==> config.mk <==
export PLATFORM = sky130hd
export DESIGN_NAME = hwin_decimator
export DESIGN_NICKNAME = d
export VERILOG_FILES = /design/src/rtl/hwd_pkg.sv /design/src/rtl/hwd_window.sv /design/src/rtl/hwd_phase.sv /design/src/rtl/hwd_fir.sv /design/src/rtl/hwin_decimator.sv
export SDC_FILE = /design/constraint.sdc
export NUM_CORES = 1
export LEC_CHECK = 0
export BUFFER_PORTS_ARGS = -buffer_cell sky130_fd_sc_hd__buf_2
export CAP_MARGIN = 40
export CORE_ASPECT_RATIO = 0.7
export CORE_MARGIN = 2
export CORE_UTILIZATION = 55
export CTS_BUF_LIST = sky130_fd_sc_hd__clkbuf_8
export CTS_CLUSTER_DIAMETER = 50
export CTS_CLUSTER_SIZE = 40
export DETAILED_ROUTE_END_ITERATION = 16
export GPL_TIMING_DRIVEN = 0
export PLACE_DENSITY = 0.84
export SETUP_SLACK_MARGIN = 0.1
export SLEW_MARGIN = 20
export SYNTH_ARGS = -nofsm -noshare
export SYNTH_HDL_FRONTEND = slang
export SYNTH_SLANG_ARGS = --single-unit
export TNS_END_PERCENT = 50
==> constraint.sdc <==
create_clock -name clk -period 20.1 [get_ports clk]
set_clock_uncertainty 0.2 [all_clocks]
set_input_delay 3.015 -clock clk [delete_from_list [all_inputs] [get_ports clk]]
set_output_delay 3.015 -clock clk [all_outputs]
set_load 0.02 [all_outputs]
==> src/rtl/hwd_pkg.sv <==
`timescale 1ns/1ps
package hwd_pkg;
  localparam int GRP_W    = 6;
  localparam int GROUP    = 1 << GRP_W;
  localparam int MAX_TAPS = 5;
  localparam int TAP_W    = 3;

  // filter length chosen from the number of pixels dropped per group
  function automatic logic [TAP_W-1:0] taps_for_drop(input logic [GRP_W-1:0] d);
    if (d >= GRP_W'(48))      return TAP_W'(5);
    else if (d >= GRP_W'(32)) return TAP_W'(4);
    else if (d >= GRP_W'(16)) return TAP_W'(3);
    else                      return TAP_W'(1);
  endfunction

  // pixels kept per group of GROUP
  function automatic logic [GRP_W:0] kept_for_drop(input logic [GRP_W-1:0] d);
    return (GRP_W+1)'(GROUP) - {1'b0, d};
  endfunction
endpackage

==> src/rtl/hwd_window.sv <==
`timescale 1ns/1ps
module hwd_window #(
  parameter int PW = 8
) (
  input  logic          clk,
  input  logic          rst_n,
  input  logic          pix_valid,
  input  logic          hsync_in,
  input  logic          hs_invert,
  input  logic [PW-1:0] hstart,
  input  logic [PW-1:0] hend,
  output logic          sync_act,
  output logic          win_hit,
  output logic          win_first,
  output logic          win_last
);
  localparam logic [PW-1:0] POS_MAX = '1;

  logic [PW-1:0] pos_q;
  logic          take;

  assign sync_act  = hsync_in ^ hs_invert;
  assign take      = pix_valid & ~sync_act;
  assign win_hit   = take && (pos_q >= hstart) && (pos_q <= hend);
  assign win_first = win_hit && (pos_q == hstart);
  assign win_last  = win_hit && (pos_q == hend);

  always_ff @(posedge clk or negedge rst_n) begin
    if (!rst_n)                         pos_q <= '0;
    else if (sync_act)                  pos_q <= '0;
    else if (take && pos_q != POS_MAX)  pos_q <= pos_q + 1'b1;
  end

  // an active sync leaves the position counter at zero
  assert_sync_clears_R1: assert property (@(posedge clk) disable iff (!rst_n)
    sync_act |=> (pos_q == '0));
endmodule

==> src/rtl/hwd_phase.sv <==
`timescale 1ns/1ps
module hwd_phase
  import hwd_pkg::*;
(
  input  logic             clk,
  input  logic             rst_n,
  input  logic             hit,
  input  logic             first,
  input  logic [GRP_W-1:0] drop,
  output logic             emit
);
  logic [GRP_W-1:0] acc_q;
  logic [GRP_W:0]   kept;
  logic [GRP_W:0]   base;
  logic [GRP_W:0]   sum;

  assign kept = kept_for_drop(drop);
  assign base = first ? '0 : {1'b0, acc_q};
  assign sum  = base + kept;
  // crossing a full group means the top bit is set
  assign emit = hit && sum[GRP_W];

  always_ff @(posedge clk or negedge rst_n) begin
    if (!rst_n)   acc_q <= '0;
    else if (hit) acc_q <= sum[GRP_W-1:0];
  end

  // nothing dropped when the drop count is zero
  assert_full_keep_R4: assert property (@(posedge clk) disable iff (!rst_n)
    (hit && drop == '0) |-> emit);
  // restarted phase drops the first pixel whenever anything is dropped
  assert_first_phase_R3: assert property (@(posedge clk) disable iff (!rst_n)
    (hit && first && drop != '0) |-> !emit);
endmodule

==> src/rtl/hwd_fir.sv <==
`timescale 1ns/1ps
module hwd_fir
  import hwd_pkg::*;
#(
  parameter int DW = 8
) (
  input  logic             clk,
  input  logic             rst_n,
  input  logic             hit,
  input  logic             first,
  input  logic [DW-1:0]    pix,
  input  logic [TAP_W-1:0] taps,
  output logic [DW-1:0]    avg
);
  localparam int HD = MAX_TAPS - 1;
  localparam int SW = DW + 3;

  logic [DW-1:0] hist_q [HD];
  logic [DW-1:0] smp    [MAX_TAPS];
  logic [SW-1:0] sum;
  logic [SW-1:0] quo;

  function automatic logic [SW-1:0] div_taps(input logic [SW-1:0] s,
                                              input logic [TAP_W-1:0] t);
    case (t)
      TAP_W'(3): return s / SW'(3);
      TAP_W'(4): return s >> 2;
      TAP_W'(5): return s / SW'(5);
      default:   return s;
    endcase
  endfunction

  assign smp[0] = pix;

  for (genvar k = 0; k < HD; k++) begin : g_hist
    assign smp[k+1] = first ? pix : hist_q[k];
    if (k == 0) begin : g_head
      always_ff @(posedge clk or negedge rst_n) begin
        if (!rst_n)   hist_q[k] <= '0;
        else if (hit) hist_q[k] <= pix;
      end
    end else begin : g_tail
      always_ff @(posedge clk or negedge rst_n) begin
        if (!rst_n)   hist_q[k] <= '0;
        else if (hit) hist_q[k] <= first ? pix : hist_q[k-1];
      end
    end
  end

  always_comb begin
    sum = '0;
    for (int j = 0; j < MAX_TAPS; j++)
      if (j < int'(taps)) sum = sum + SW'(smp[j]);
  end

  assign quo = div_taps(sum, taps);
  assign avg = quo[DW-1:0];

  // a single tap passes the pixel through unchanged
  assert_single_tap_R6: assert property (@(posedge clk) disable iff (!rst_n)
    (hit && taps == TAP_W'(1)) |-> (avg == pix));
endmodule

==> src/rtl/hwin_decimator.sv <==
`timescale 1ns/1ps
module hwin_decimator
  import hwd_pkg::*;
#(
  parameter int DW = 8,
  parameter int PW = 8
) (
  input  logic             clk,
  input  logic             rst_n,
  input  logic             pix_valid,
  input  logic [DW-1:0]    pix_data,
  input  logic             hsync_in,
  input  logic             hs_invert,
  input  logic [PW-1:0]    win_start,
  input  logic [PW-1:0]    win_end,
  input  logic [GRP_W-1:0] drop_count,
  output logic [TAP_W-1:0] filt_taps,
  output logic             out_valid,
  output logic [DW-1:0]    out_data,
  output logic             line_done
);
  logic          sync_act;
  logic          win_hit;
  logic          win_first;
  logic          win_last;
  logic          emit;
  logic [DW-1:0] avg;

  assign filt_taps = taps_for_drop(drop_count);

  hwd_window #(.PW(PW)) u_window (
    .clk(clk), .rst_n(rst_n), .pix_valid(pix_valid), .hsync_in(hsync_in),
    .hs_invert(hs_invert), .hstart(win_start), .hend(win_end),
    .sync_act(sync_act), .win_hit(win_hit), .win_first(win_first),
    .win_last(win_last)
  );

  hwd_phase u_phase (
    .clk(clk), .rst_n(rst_n), .hit(win_hit), .first(win_first),
    .drop(drop_count), .emit(emit)
  );

  hwd_fir #(.DW(DW)) u_fir (
    .clk(clk), .rst_n(rst_n), .hit(win_hit), .first(win_first),
    .pix(pix_data), .taps(filt_taps), .avg(avg)
  );

  always_ff @(posedge clk or negedge rst_n) begin
    if (!rst_n) begin
      out_valid <= 1'b0;
      out_data  <= '0;
      line_done <= 1'b0;
    end else begin
      out_valid <= emit;
      line_done <= win_last;
      if (emit) out_data <= avg;
    end
  end

  // output only follows a pixel inside the window
  assert_out_in_window_R2: assert property (@(posedge clk) disable iff (!rst_n)
    out_valid |-> $past(win_hit));
  // output strobe lags the phase decision by one cycle
  assert_emit_latency_R7: assert property (@(posedge clk) disable iff (!rst_n)
    out_valid |-> $past(emit));
  // line end pulse follows the last window position
  assert_done_after_end_R8: assert property (@(posedge clk) disable iff (!rst_n)
    line_done |-> $past(win_last));
  // light decimation leaves the filter bypassed
  assert_light_bypass_R5: assert property (@(posedge clk) disable iff (!rst_n)
    (drop_count < GRP_W'(16)) |-> (filt_taps == TAP_W'(1)));
endmodule

# --- Word level (Yosys, flattened, before mapping) ---
# Index checks and enable logic that the tools add are counted.
classes:
  addsub: 7
  n_reduce_logical: 7
  muxes: 16
  n_eq_ne: 6
  order_cmp: 10
  div_mod_pow: 2
  n_bitwise: 3
op_table:
  columns: ["cell", "n"]
  rows:
  - ["8-bit 2-to-1 mux", 7]
  - ["11-bit 2-to-1 mux", 4]
  - ["11-bit by 8-bit adder with 11-bit output", 3]
  - ["8-bit case mux with 3 select lines", 1]
  - ["8-bit equality test", 2]
  - ["6-bit greater-or-equal comparator (second input constant)", 2]
  - ["11-bit by 2-bit divider with 11-bit output (second input constant)", 1]
  - ["11-bit by 3-bit divider with 11-bit output (second input constant)", 1]
  - ["8-bit by 8-bit adder with 9-bit output", 1]
  - ["8-bit by 1-bit adder with 8-bit output (second input constant)", 1]
  - ["8-bit greater-or-equal comparator", 1]
  - ["8-bit <= comparator", 1]
  - ["8-bit inequality test (second input constant)", 1]
  - ["7-bit adder", 1]
  - ["7-bit by 6-bit subtractor with 7-bit output (first input constant)", 1]
  - ["3-bit equality test (second input constant)", 2]
  - ["6-bit by 5-bit greater-or-equal comparator with 1-bit output (second input constant)", 1]
  - ["1-bit logical AND", 6]
  - ["1-bit by 3-bit less-than comparator with 1-bit output (first input constant)", 2]
  - ["2-bit by 3-bit less-than comparator with 1-bit output (first input constant)", 2]
  - ["3-bit 2-to-1 mux", 2]
  - ["6-bit 2-to-1 mux", 1]
  - ["3-bit by 2-bit equality test with 1-bit output (second input constant)", 1]
  - ["3-bit less-than comparator (first input constant)", 1]
  - ["other kinds (5)", 5]
totals:
  inputBits: 35
  output_inout_bits: 13
  wordCells: 60
  register_bits: 56

# --- Depth between registers and ports, before layout ---
# Gate-level depths: netlist of run 1.
depth:
  ltp_word: 17
  depth_mapped: 116
  ltp_nobuf: 112

# --- Hierarchy ---
# From an unflattened synthesis of run 1, not the netlist that was laid out.
unflattened:
  cells_unflattened: 1054
  area_unflattened_um2: 8204.1
by_module_without_submodules:
  columns: ["module", "seq_area_each_um2", "area_each_um2", "instances", "cells_per_inst"]
  rows:
  - ["hwd_fir", 800.8, 6376.1, 1, 876]
  - ["hwd_window", 200.2, 885.8, 1, 97]
  - ["hwd_phase", 150.1, 544.3, 1, 59]
  - ["hwin_decimator", 250.2, 397.9, 1, 22]

# --- Worst setup path before layout of run 1 ---
# OpenSTA, ideal clock, no wires.
synth_path:
  path_type: "input-to-reg"
  from: "input win_end[1]"
  to: "register out_data[0]"
  setup_time_ps: 127
  required_ps: 19773
  t_arrival_ps: 23788
  path_slack_ps: -4015
  path_buffers: 4
  stages: 111
  path_cell_list: "inv_1 > ha_1 > nor2b_1 > o21a_1 > o21ai_0 > nand2b_1 > a21oi_1 > nor2b_1 > o21ai_0 > nand2b_1 > a21oi_1 > nor2_1 > nor2_1 > inv_1 > or3_1 > clkbuf_1 > clkbuf_1 > nand2_1 > [... 75 more ...] > a21oi_1 > nand2b_1 > nand2b_1 > or4_4 > a311oi_4 > xnor2_1 > inv_1 > ha_1 > a21o_1 > a21oi_1 > nand3_1 > xnor2_1 > ha_1 > a21o_1 > a2111oi_0 > nand3_1 > nor3_1 > a21oi_2"
synth_rtl:
  columns: ["item", "line", "rtl"]
  rows:
  - ["from (decl)", "hwin_decimator.sv:15", "input logic [PW-1:0] win_end,"]
  - ["to (signal assigned)", "hwin_decimator.sv:56", "if (emit) out_data <= avg;"]
  - ["to (decl)", "hwin_decimator.sv:19", "output logic [DW-1:0] out_data,"]

==> results of run 1 <==
==> cells by family (layout without fill, tap and decap cells) <==
| kind of cell | after synthesis | in the layout | synth area share |
|---|---|---|---|
| AO/OA/AOI/OAI | 329 | 329 | 0.2865 |
| XOR/XNOR | 54 | 54 | 0.06330 |
| adder cells (fa/ha/maj) | 85 | 85 | 0.1394 |
| buffers and inverters | 102 | 290 | 0.05146 |
| flip-flops | 56 | 56 | 0.1768 |
| multiplexers | 34 | 34 | 0.04972 |
| AND/OR/NAND/NOR | 391 | 391 | 0.2328 |
==> worst max-delay path by stage <==
stage / from / end / slack [ps] / depth (start not counted)
floorplan: win_end[1] / out_data[0] / -2310 / 110
global placement: win_end[1] / out_data[0] / -4770 / 112
detailed placement: win_end[1] / out_data[0] / -5180 / 112
CTS: win_end[1] / out_data[0] / -2240 / 110
global route: win_end[1] / out_data[0] / -3600 / 111
finish: win_end[1] / out_data[0] / -3000 / 108
==> through the flow <==
step | util | TNS, ps | cell area [sq um]
final | 0.7604 | -6277 | 10650
after global routing | 0.7604 | -8122 | 10650
after CTS | 0.7092 | -3881 | 9935
after detailed placement | 0.6289 | -13340 | 8810
after global placement | 0.6286 | -11770 | 8806
after floorplan | - | -4023 | 8338
==> placed cells by master, fill, tap and decap left out, drive strengths merged, types with 4 or more instances in the layout <==
master / n
xnor2: 36
a211o: 8
xor2: 16
a31oi: 33
and2: 11
ha: 77
a21oi: 77
nor2: 85
nor4: 8
dfrtp: 56
or2: 5
o21a: 12
or3: 8
nand3: 15
o21bai: 8
nand4: 11
nor2b: 19
o22ai: 5
a21boi: 4
buf: 193
fa: 6
clkbuf: 34
o21ai: 75
o211ai: 14
nand2b: 20
o31a: 5
o31ai: 5
nand2: 163
and3: 12
inv: 61
nor3: 22
a21o: 20
o211a: 6
a211oi: 23
mux2: 17
mux2i: 16
==> sequential cells by signal, indices dropped and copies added (netlist names) <==
signal          count
u_fir.hist_q       32
out_data            8
u_window.pos_q      8
u_phase.acc_q       6
line_done           1
out_valid           1
==> Yosys cell counts, drive strengths merged, types with 3 or more instances <==
| cell type | instances | share of area |
|---|---|---|
| nand2 | 163 | 0.077 |
| nor2 | 85 | 0.041 |
| a21oi | 77 | 0.050 |
| ha | 77 | 0.12 |
| o21ai | 75 | 0.048 |
| inv | 60 | 0.028 |
| dfrtp | 56 | 0.18 |
| xnor2 | 36 | 0.040 |
| a31oi | 33 | 0.026 |
| clkbuf | 33 | 0.016 |
| a211oi | 23 | 0.025 |
| nor3 | 22 | 0.015 |
| a21o | 20 | 0.019 |
| nand2b | 20 | 0.016 |
| nor2b | 19 | 0.015 |
| mux2 | 17 | 0.025 |
| mux2i | 16 | 0.022 |
| xor2 | 16 | 0.018 |
| nand3 | 15 | 0.011 |
| o211ai | 14 | 0.014 |
| and3 | 12 | 0.010 |
| o21a | 12 | 0.011 |
| and2 | 11 | 0.0087 |
| nand4 | 11 | 0.0087 |
| buf | 9 | 0.0074 |
| a211o | 8 | 0.0088 |
| nor4 | 8 | 0.0071 |
| o21bai | 8 | 0.0076 |
| or3 | 8 | 0.0069 |
| fa | 6 | 0.015 |
| o211a | 6 | 0.0076 |
| o22ai | 5 | 0.0047 |
| o31a | 5 | 0.0055 |
| o31ai | 5 | 0.0082 |
| or2 | 5 | 0.0039 |
| a21boi | 4 | 0.0038 |
| a221oi | 3 | 0.0049 |
| a311o | 3 | 0.0038 |
| a31o | 3 | 0.0033 |
| and4 | 3 | 0.0033 |
| nand3b | 3 | 0.0028 |
==> critical path, delay by kind of cell <==
kind                       cells  cell delay [ps]
and+or+nand+nor               35             5310
buffers and inverters         12             1440
adders and majority gates     15             4700
muxes                          5             1260
AOI/OAI and AO/OA             37             6500
xor gates and xnor gates       4              820
==> metal layers <==
metal | track usage | share of wire | vias up
li1 | - | - | 4196
met3 | 0.06184 | 0.11 | 151
met5 | 0 | 0 | -
met2 | 0.5140 | 0.44 | 683
met4 | 0.07280 | 0.038 | 0
met1 | 0.4803 | 0.41 | 4437
==> cell type report <==
cell class / count / area [sq um] / share of cell area
repair buffers: 181 / 1267 / 0.1190
plain buffers: 41 / 302.8 / 0.02843
well taps: 190 / 237.7 / 0.02232
clock buffers: 5 / 68.82 / 0.006461
inverters: 60 / 240.2 / 0.02255
clock inverters: 3 / 21.27 / 0.001997
flip-flops and latches: 56 / 1401 / 0.1316
multi-input cells: 893 / 7112 / 0.6677
==> timing repair <==
item	4_1_cts	5_1_grt
resized for setup	64	74
buffers inserted	89	47
setup endpoints to repair	4	4
cloned	0	0
pin swaps	67	96
==> run_results.csv, run 1 <==
group,metric,value,unit
hold_path,min_path_cells,2,
synthesis,syn_avg_cell_area,7.542,sq um
critical_path,slowest_stage,"fa_2",
floorplanning,die_w,147.5,microns
timing,fin_crit,23100,ps
floorplanning,die_h,104.4,microns
global_route,grt_pass1_vias,8654,
cells_and_area,nets,1356,
timing,hold_viol,0,
route,drt-total-wl,29.11,mm
cells_and_area,final_cells,1429,
global_route,grt_antenna_before_repair,0,
clocking,clk_latency,330,ps
synthesis,synth-seq-cells,56,
critical_path,rr_startpoint,"u_window.pos_q[1]",
synthesis,syn-num-nets,1169,
job,timing.max_cap.violations,0,
critical_path,cp-end-kind,"flop",
timing,rsz0062_at_grt,"true",
cells_and_area,fillers,912,
global_route,grt_pass1_wl,42.43,mm
timing,finalCritPeriodShare,1.149,
synthesis,netlist_instances,1051,
route,drc,0,
critical_path,crit_top_cell,"ha_4",
floorplanning,rows,36,
hold_path,hold_start,"out_data[7]",
critical_path,max_stage_delay,550,ps
cells_and_area,num_antenna_cells,0,
critical_path,required,20120,ps
global_route,grt_max_degree,57,
clocking,clk_pin_slew,110,ps
synthesis,ys_seq_area_frac,0.1768,
clocking,cts_max_level,2,
global_route,overflow,0,
clocking,numCtsBuffers,5,
route,dr_total_vias,9467,
synthesis,synth_area,7926,sq um
timing,maxSlewViolCount,0,
status,violations,"setup timing",
clocking,clk_path_buf_depth,2,
hold_path,hp-class,"reg -> reg",
timing,hold_slack,292.1,ps
placement,hpwl,18.00,mm
floorplanning,initial_core_util,0.5658,
synthesis,ys_types,93,
timing,layout_setup_ws,-3001,ps
floorplanning,die_area,15400,sq um
placement,place_congestion,0.9974,
route,avgRoutedWirePerCell,20.37,microns
critical_path,r2r_setup_slack,-720,ps
timing,setup_violations,3,
timing,worstMarginPinSlew,948.1,ps
timing,max_freq,43.29,MHz
status,outcome,"complete, but fails checks",
critical_path,critPathArrivalTime,23130,ps
critical_path,ff2ff_path_depth,106,
clocking,cts_root_buf,"clkbuf_8",
global_route,grt.total_usage,0.3317,
floorplanning,coreArea,14010,sq um
floorplanning,ios,48,
placement,place_ws,-5179,ps
route,antenna_left,0,
hold_path,min_to,"out_data[7]",
critical_path,crit_path_start_kind,"primary input",
critical_path,worstPathMaxFanout,6,
route,drt-initial-drc-count,1397,
cells_and_area,area_growth,34.38,%
clocking,cts_tree,"done",
clocking,cts.sink_count,56,
synthesis,synth_top_flop_cell,"dfrtp_1",
timing,slew_headroom,0.3672,
placement,dp_cells,1287,
cells_and_area,drive_gt1_frac,0.3180,
clocking,cts_hold_buf,0,
critical_path,criticalPathCategory,"in -> reg",
synthesis,synth-async-reset-ratio,1.000,
critical_path,r2r-end,"out_data[0]",
route,first_pass_iters,8,
placement,numPortBuffers,46,
route,vias_per_cell,6.625,
synthesis,ys_warn_count,0,
synthesis,synth-edff-count,0,
Power of run 1 is left out: the tool's default activity adds up to more than one toggle a clock period on the data nets, which glitch-free logic cannot reach.
==> run 2, diff against run 1 <==
--- a/config.mk
+++ b/config.mk
@@ -15,7 +15,7 @@
 export CTS_CLUSTER_SIZE = 40
 export DETAILED_ROUTE_END_ITERATION = 16
 export GPL_TIMING_DRIVEN = 0
-export PLACE_DENSITY = 0.84
+export PLACE_DENSITY = 0.81
 export SETUP_SLACK_MARGIN = 0.1
 export SLEW_MARGIN = 20
 export SYNTH_ARGS = -nofsm -noshare
==> constraint.sdc (replaced) <==
create_clock -name clk -period 29.4 [get_ports clk]
set_clock_uncertainty 0.2 [all_clocks]
set_input_delay 4.41 -clock clk [delete_from_list [all_inputs] [get_ports clk]]
set_output_delay 4.41 -clock clk [all_outputs]
set_load 0.02 [all_outputs]
==> run_results.csv, run 2 (synthesis gave the netlist of run 1 again) <==
group,metric,value,unit
clocking,cts_hold_buf,0,
critical_path,critPathArrivalTime,27810,ps
timing,finalCritPeriodShare,0.9449,
timing,max_freq,36.00,MHz
global_route,grt_antenna_before_repair,0,
critical_path,worstPathMaxFanout,10,
floorplanning,die_area,15400,sq um
clocking,cts_max_level,2,
cells_and_area,layout_common_cells,"nand2_1, nor2_1, ha_1, a21oi_1, o21ai_0",
critical_path,criticalPathCategory,"in -> reg",
route,first_pass_iters,5,
job,timing.max_cap.violations,0,
clocking,clk_pin_slew,110,ps
floorplanning,ios,48,
timing,rsz0062_at_grt,"false",
hold_path,hp-class,"reg -> reg",
timing,worstMarginPinSlew,719.3,ps
cells_and_area,multi_input_area,6170,sq um
global_route,grt_pass1_vias,7271,
cells_and_area,drive_gt1_frac,0.1288,
timing,setup_tns,0,ps
timing,setup_violations,0,
route,avgRoutedWirePerCell,16.29,microns
critical_path,critPathBufInv,11,
floorplanning,coreArea,14010,sq um
timing,hold_viol,0,
global_route,overflow,0,
cells_and_area,top_regs,"u_fir.hist_q x32, out_data x8, u_window.pos_q x8",
cells_and_area,regArea,1401,sq um
cells_and_area,num_antenna_cells,0,
cells_and_area,regMostFlops,"u_fir.hist_q",
status,outcome,"completed",
clocking,numCtsBuffers,5,
critical_path,crit_family,"compound AO/OA/AOI/OAI gates",
critical_path,slowest_stage,"or4_1",
critical_path,crit_path_start_kind,"primary input",
global_route,grt.total_usage,0.2745,
cells_and_area,final_common_cell,"nand2_1",
clocking,clk_path_buf_depth,2,
placement,hpwl,17.16,mm
placement,dp_cells,1289,
route,dr_total_vias,8112,
clocking,clk_latency,330,ps
floorplanning,initial_core_util,0.5658,
critical_path,cp-end-kind,"flop",
floorplanning,die_h,104.4,microns
timing,maxSlewViolCount,0,
clocking,cts.sink_count,56,
cells_and_area,utilization,0.6145,
cells_and_area,final_cells,1300,
timing,slew_headroom,0.5205,
cells_and_area,largest_register_ffs,32,
route,drt-initial-drc-count,662,
route,drt-total-wl,21.18,mm
route,drc,0,
timing,fin_crit,27780,ps
placement,place_congestion,0.9788,
critical_path,max_stage_delay,590,ps
route,antenna_left,0,
floorplanning,rows,36,
cells_and_area,nets,1227,
critical_path,required,29430,ps
global_route,grt_pass1_wl,35.37,mm
placement,numPortBuffers,46,
clocking,cts_root_buf,"clkbuf_8",
floorplanning,die_w,147.5,microns
critical_path,crit_top_cell,"ha_1",
cells_and_area,fillers,1269,
clocking,cts_tree,"done",
global_route,grt_max_degree,57,
cells_and_area,area_growth,8.603,%
route,vias_per_cell,6.240,
-- run 2: cell count changes in the layout (fill, tap and decap cells not counted), moves of 11 or more --
cell / delta
buf_4: -128
ha_1: +23
ha_4: -18
o21ai_0: +18
a21oi_1: +14
nand2_1: +11
-- run 2: timing repair --
action / 4_1_cts / 5_1_grt
gates resized for setup: 0 / 24
buffers inserted: 0 / 3
hold endpoints to repair: 0 / 0
setup endpoints to repair: 0 / 2
-- run 2: final cells by class --
class	count	share of cell area
plain buffers	42	0.02180
clock buffers	5	0.007994
clock inverters	3	0.004942
inverters	60	0.02616
multi-input cells	893	0.7167
flip-flops and latches	56	0.1628
well taps	190	0.02762
repair buffers	51	0.03198
-- run 2: worst register-to-register path, delay by kind of cell (launching register included) --
kind / cells / cell delay (ps)
AOI/OAI and AO/OA: 42 / 8400
buffers and inverters: 9 / 1520
muxes: 1 / 310
DFF: 1 / 440
and+or+nand+nor: 34 / 6530
xor gates and xnor gates: 8 / 1430
adders and majority gates: 16 / 5110
-- run 2: routing by layer --
layer | global-route usage | routed length, microns | vias up
met3 | 0.04035 | 1679 | 16
met1 | 0.4374 | 10790 | 3850
met2 | 0.3959 | 8553 | 304
met5 | 0 | 0 | -
li1 | - | - | 3942
met4 | 0.03640 | 159 | 0
-- run 2: final timing paths --
kind,from,endpoint,slack (ps),cells after the start
worst max-delay path,win_end[1],out_data[0],1620,112
worst min-delay path,out_data[6],out_data[6],280,2
worst max register to register,u_window.pos_q[1],out_data[0],5360,110
worst min register to register,out_data[6],out_data[6],280,2
max in group asynchronous,rst_n,u_fir.hist_q[4],24590,1
min in group asynchronous,rst_n,u_fir.hist_q[7],3910,1
-- run 2: through the flow --
stage          instance area, sq um  hold slack (ps)  setup WS (ps)
6_report                       8608            283.2           1620
5_1_grt                        8608            310.5         0.8988
4_1_cts                        8528            287.1          143.6
3_5_place_dp                   8417            263.4         -107.9
3_3_place_gp                   8394            257.0          281.0
2_1_floorplan                  7926            241.8           3890
Power of run 2 is left out for the same reason.
